===== src/rtl/rs_product_encoder.sv =====
module rs_product_encoder #(
  parameter int SYM_W = 5,
  parameter int K = 29,
  parameter logic [SYM_W-1:0] PRIM_LOW = 5'b00101
) (
  input  logic                 clk,
  input  logic                 rst,
  input  logic                 in_valid,
  input  logic [K*SYM_W-1:0]   in_data,
  output logic                 in_ready,
  output logic                 out_valid,
  output logic                 out_sop,
  output logic [(K+2)*SYM_W-1:0] out_data
);
  localparam int N = K + 2;
  localparam int W = SYM_W;
  localparam int CW = $clog2(N);

  function automatic logic [W-1:0] gf_mul(input logic [W-1:0] a, input logic [W-1:0] b);
    logic [W-1:0] p;
    logic [W-1:0] x;
    p = '0;
    x = a;
    for (int k = 0; k < W; k++) begin
      if (b[k]) p = p ^ x;
      x = x[W-1] ? ((x << 1) ^ PRIM_LOW) : (x << 1);
    end
    return p;
  endfunction

  localparam logic [W-1:0] ALPHA1 = W'(2);
  localparam logic [W-1:0] ALPHA2 = gf_mul(ALPHA1, ALPHA1);
  localparam logic [W-1:0] G1 = ALPHA1 ^ ALPHA2;
  localparam logic [W-1:0] G0 = gf_mul(ALPHA1, ALPHA2);

  function automatic logic [2*W-1:0] col_coef(input int idx);
    logic [W-1:0] a1, a0, f, n1;
    a1 = '0;
    a0 = '0;
    for (int k = 0; k < K; k++) begin
      f = a1 ^ ((k == idx) ? W'(1) : W'(0));
      n1 = a0 ^ gf_mul(f, G1);
      a0 = gf_mul(f, G0);
      a1 = n1;
    end
    return {a1, a0};
  endfunction

  function automatic logic col_clean(input logic [N*W-1:0] v);
    logic [W-1:0] s1, s2;
    s1 = '0;
    s2 = '0;
    for (int j = 0; j < N; j++) begin
      s1 = gf_mul(s1, ALPHA1) ^ v[j*W +: W];
      s2 = gf_mul(s2, ALPHA2) ^ v[j*W +: W];
    end
    return (s1 == '0) && (s2 == '0);
  endfunction

  logic [CW-1:0] col;
  logic [W-1:0] hi [K];
  logic [W-1:0] lo [K];
  logic [K*W-1:0] slice;
  logic [2*W-1:0] term [K];
  logic [2*W-1:0] par;

  wire park = (col >= CW'(K));
  wire take = in_valid && !park;
  wire advance = take || park;
  assign in_ready = !park;

  always_ff @(posedge clk) begin
    if (rst) col <= '0;
    else if (advance) col <= (col == CW'(N-1)) ? '0 : col + 1'b1;
  end

  for (genvar i = 0; i < K; i++) begin : g_row
    localparam logic [2*W-1:0] CC = col_coef(i);
    wire [W-1:0] din = in_data[i*W +: W];
    wire [W-1:0] fb = din ^ hi[i];

    always_ff @(posedge clk) begin
      if (rst) begin
        hi[i] <= '0;
        lo[i] <= '0;
      end else if (take) begin
        hi[i] <= lo[i] ^ gf_mul(fb, G1);
        lo[i] <= gf_mul(fb, G0);
      end else if (park) begin
        hi[i] <= lo[i];
        lo[i] <= '0;
      end
    end

    assign slice[i*W +: W] = park ? hi[i] : din;
    assign term[i] = {gf_mul(slice[i*W +: W], CC[2*W-1:W]), gf_mul(slice[i*W +: W], CC[W-1:0])};
  end

  always_comb begin
    par = '0;
    for (int i = 0; i < K; i++) par = par ^ term[i];
  end

  always_ff @(posedge clk) begin
    if (rst) begin
      out_valid <= 1'b0;
      out_sop <= 1'b0;
      out_data <= '0;
    end else begin
      out_valid <= advance;
      out_sop <= take && (col == '0);
      if (advance) out_data <= {par[W-1:0], par[2*W-1:W], slice};
    end
  end

  a_r2_latency: assert property (@(posedge clk) disable iff (rst)
    (in_valid && in_ready) |=> out_valid);
  a_r2_systematic: assert property (@(posedge clk) disable iff (rst)
    (in_valid && in_ready) |=> (out_data[K*W-1:0] == $past(in_data)));
  a_r1_gap_two: assert property (@(posedge clk) disable iff (rst)
    $fell(in_ready) |=> !in_ready);
  a_r1_gap_end: assert property (@(posedge clk) disable iff (rst)
    (!in_ready && $past(!in_ready)) |=> in_ready);
  a_r1_parity_out: assert property (@(posedge clk) disable iff (rst)
    !in_ready |=> out_valid);
  a_r7_stall: assert property (@(posedge clk) disable iff (rst)
    (in_ready && !in_valid) |=> !out_valid);
  a_r3_sop: assert property (@(posedge clk) disable iff (rst)
    out_sop |-> out_valid);
  a_r5_col_syndrome: assert property (@(posedge clk) disable iff (rst)
    out_valid |-> col_clean(out_data));
endmodule


===== config.mk =====
export PLATFORM = sky130hd
export DESIGN_NAME = rs_product_encoder
export DESIGN_NICKNAME = d
export VERILOG_FILES = /design/src/rtl/rs_product_encoder.sv
export SDC_FILE = /design/constraint.sdc
export NUM_CORES = 1
export LEC_CHECK = 0
export ABC_CLOCK_PERIOD_IN_PS = 8800
export BUFFER_PORTS_ARGS = -buffer_cell sky130_fd_sc_hd__buf_2
export CAP_MARGIN = 20
export CORE_ASPECT_RATIO = 1.2
export CORE_UTILIZATION = 50
export CTS_CLUSTER_DIAMETER = 150
export DETAILED_ROUTE_END_ITERATION = 8
export PLACE_DENSITY = 0.77
export REMOVE_ABC_BUFFERS = 1
export SYNTH_ARGS = -nofsm -noshare
export SYNTH_HDL_FRONTEND = slang
export SYNTH_SLANG_ARGS = --single-unit

===== constraint.sdc =====
create_clock -name clk -period 8.8 [get_ports clk]
set_input_delay 0.88 -clock clk [delete_from_list [all_inputs] [get_ports clk]]
set_output_delay 0.88 -clock clk [all_outputs]
set_load 0.05 [all_outputs]

==> metrics.cfg <==
[drt]
vias_per_cell = 5.74
wl_mm = 95.7
vias = 22300
route.detailed.wl_per_inst_um = 24.7
antenna_left = 0
first_pass_iters = 6
drc = 0
drt_iter0_drc = 1989

[critical_path]
cp_max_fo = 140
start_kind = flop
required_ns = 9.33
ff2ff_setup_slack_ns = 4.11
worstPathArrival_ns = 5.22
critPathKind = flop to flop
worstSetupEndpointType = flop

[yosys]
synth.area.top_cells = edfxtp_1 (29%), xnor2_1 (22%), dfxtp_1 (11%)
ys_seq_elements = 452
async_flop_share_pct = 0
synth_edf_count = 290
yosysSeqAreaShare_pct = 39.5
synth_top_area_share_pct = 28.8
yosysTopAreaCell = edfxtp_1
syn_area_um2 = 30200
ys.flop_type = edfxtp_1
yosysWarnings = 0
avgSynthCellArea_um2 = 10.5
synthDistinctLibCells = 40
syn_inst = 2879

[clocking]
post_cts_buffers = 0
cts_tree = done
htree_levels = 2
ctsResizeCount = 0
clk_pin_slew_ns = 0.06
hold_buffers = 0
cts_buffers = 48
clock_sinks = 452
clock-root-buffer = clkbuf_16
clockBufferDepth = 3
insertion_delay_ns = 0.61

[place]
dp.final_hpwl_mm = 71.4
gp_congestion = 1.04
dp.cells = 3783
io_buffers = 305

[timing]
slew_headroom_pct = 17.7
setup_viol = 0
tns_ns = 0
finalClockSkew_ns = 0.0298
final-max-slew-violation-count = 0
worst_slew_pin_slew_ns = 1.23
fmax_mhz = 213
hold_viol_final = 0
rsz0062_at_grt = false
fin_crit_ns = 4.69
finalCritPeriodShare_pct = 53.3

[global_routing]
grt_overflow = 0
grt_max_degree = 184
first_global_vias = 21400
grt_usage_pct = 30.8
antenna_found_initial = 3
grt_pass1_wl_mm = 139

[die]
die_height_um = 271
dieArea_um2 = 61400
row_count = 98
start_util_pct = 50.6
core_area_um2 = 59700
die_w_um = 226
io_pins = 306

[layout]
syn_to_final_growth_pct = 11.1
drive_gt1_share_pct = 13.5
fill_cells = 5187
nNetsFinal = 3185
multiInputGateArea_um2 = 17300
regArea_um2 = 12000
stdcell_count = 3875

[run_status]
outcome = completed

[pwr]
p_per_area_nw_per_um2 = 272
vdd_drop_max_v = 0.000142
power.leakage_nw = 13.6

[worst_hold_path]
holdCritPathClass = flop to flop

[run]
drv_cap = 0

[flip-flops by register name, summed over array words and instances (netlist names)]
register   flops
out_data     155
lo           145
col            5
out_sop        1
hi           145
out_valid      1
[area by class of cell]
type / instances / area share (%)
Antenna cell: 2 / 0.0149
Timing Repair Buffer: 323 / 5.03
Clock inverter: 20 / 0.432
Sequential cell: 452 / 35.6
Multi-Input combinational cell: 2202 / 51.6
Inverter: 6 / 0.116
Clock buffer: 70 / 4.20
Tap cell: 800 / 2.98
[placed cells by master (no fill, tap or decap), types with 2 or more instances in the layout]
cell type  count
a211oi_1     151
a211oi_2       2
a21oi_1       81
buf_2        303
buf_4         17
clkbuf_1      14
clkbuf_16     52
clkbuf_8       5
clkinv_2      12
clkinv_4       2
dfxtp_1      162
diode_2        2
edfxtp_1     290
ha_1           4
inv_1          5
inv_4          2
inv_6          2
mux2_2         4
mux2i_1      219
nand2_1       63
nand2b_1      29
nand3_1        4
nand3b_1       2
nand4_1        2
nor2_1       334
nor3_1        14
o21ai_0      183
o21ai_1        2
or3_1         63
xnor2_1      745
xnor2_2        2
xnor3_1       81
xor2_1       203
xor3_1         3
[per-stage QoR]
step / utilization, % / hold slack (ns) / setup WS, ns / total power, mW / cell area (µm²)
3_3_place_gp: 53.6 / 0.485 / 4.34 / 6.98 / 32000
2_1_floorplan: - / 0.516 / -0.334 / 6.05 / 29300
3_5_place_dp: 53.6 / 0.498 / 4.26 / 7.03 / 32000
5_1_grt: 56.2 / 0.539 / 3.90 / 9.48 / 33600
4_1_cts: 56.2 / 0.509 / 4.25 / 9.08 / 33600
6_report: 56.2 / 0.510 / 4.11 / 9.12 / 33600
[cell families (layout without fill, tap and decap cells)]
| group | after synthesis | count (layout) | share of synthesized area (%) |
|---|---|---|---|
| compound gates | 422 | 422 | 8.32 |
| xor+xnor | 1034 | 1034 | 33.8 |
| fa+ha+maj | 4 | 4 | 0.166 |
| buf+inv | 225 | 419 | 3.16 |
| flops | 452 | 452 | 39.5 |
| mux | 224 | 224 | 7.48 |
| other cells | 0 | 2 | 0 |
| simple gates | 518 | 518 | 7.49 |
[synthesized netlist by cell type (4+ instances only)]
| master | instances |
|---|---|
| nor3_1 | 14 |
| xor2_1 | 203 |
| inv_1 | 5 |
| nor2_1 | 335 |
| nand2_1 | 63 |
| nand3_1 | 4 |
| edfxtp_1 | 290 |
| buf_2 | 15 |
| buf_1 | 14 |
| xnor2_1 | 745 |
| or3_1 | 64 |
| dfxtp_1 | 162 |
| xnor3_1 | 81 |
| o21ai_0 | 183 |
| mux2_2 | 4 |
| clkbuf_1 | 180 |
| buf_6 | 6 |
| nand2b_1 | 30 |
| mux2i_1 | 219 |
| a211oi_1 | 151 |
| a21oi_1 | 81 |
| ha_1 | 4 |
[per-layer routing]
layer	vias up	wire length, µm	track usage, %
met5	-	13	0
met4	2	5280	15.9
met3	230	7500	4.20
met2	1054	44700	49.4
met1	10800	38200	40.5
li1	10100	-	-
[worst paths after layout]
check / startpoint / endpoint / cells after the start
worst min register to register: out_data[55]$_SDFFE_PP0P_ / out_data[55]$_SDFFE_PP0P_ / 2
worst max-delay path: col[1]$_SDFFE_PP0P_ / out_data[148]$_SDFFE_PP0P_ / 13
worst max register to register: col[1]$_SDFFE_PP0P_ / out_data[148]$_SDFFE_PP0P_ / 13
worst min-delay path: out_data[55]$_SDFFE_PP0P_ / out_data[55]$_SDFFE_PP0P_ / 2
[critical path, cell delays in order, from the launching register on]
cell      delay [ns]
dfxtp_1         0.49
inv_1           0.11
ha_1            0.22
nor3_4          0.10
buf_4           0.33
nor2_8          0.08
inv_16          0.37
buf_4           0.89
mux2_2          0.46
xnor2_1         0.23
xnor3_1         0.35
xnor3_1         0.42
xnor2_1         0.14
a211oi_1        0.21
[power breakdown]
part | internal, mW | switching, mW
Combinational | 2.02 | 2.06
Clock | 1.15 | 0.893
Sequential | 2.59 | 0.410
Total | 5.76 | 3.36
No activity file was read; power rests on OpenSTA's default activity.
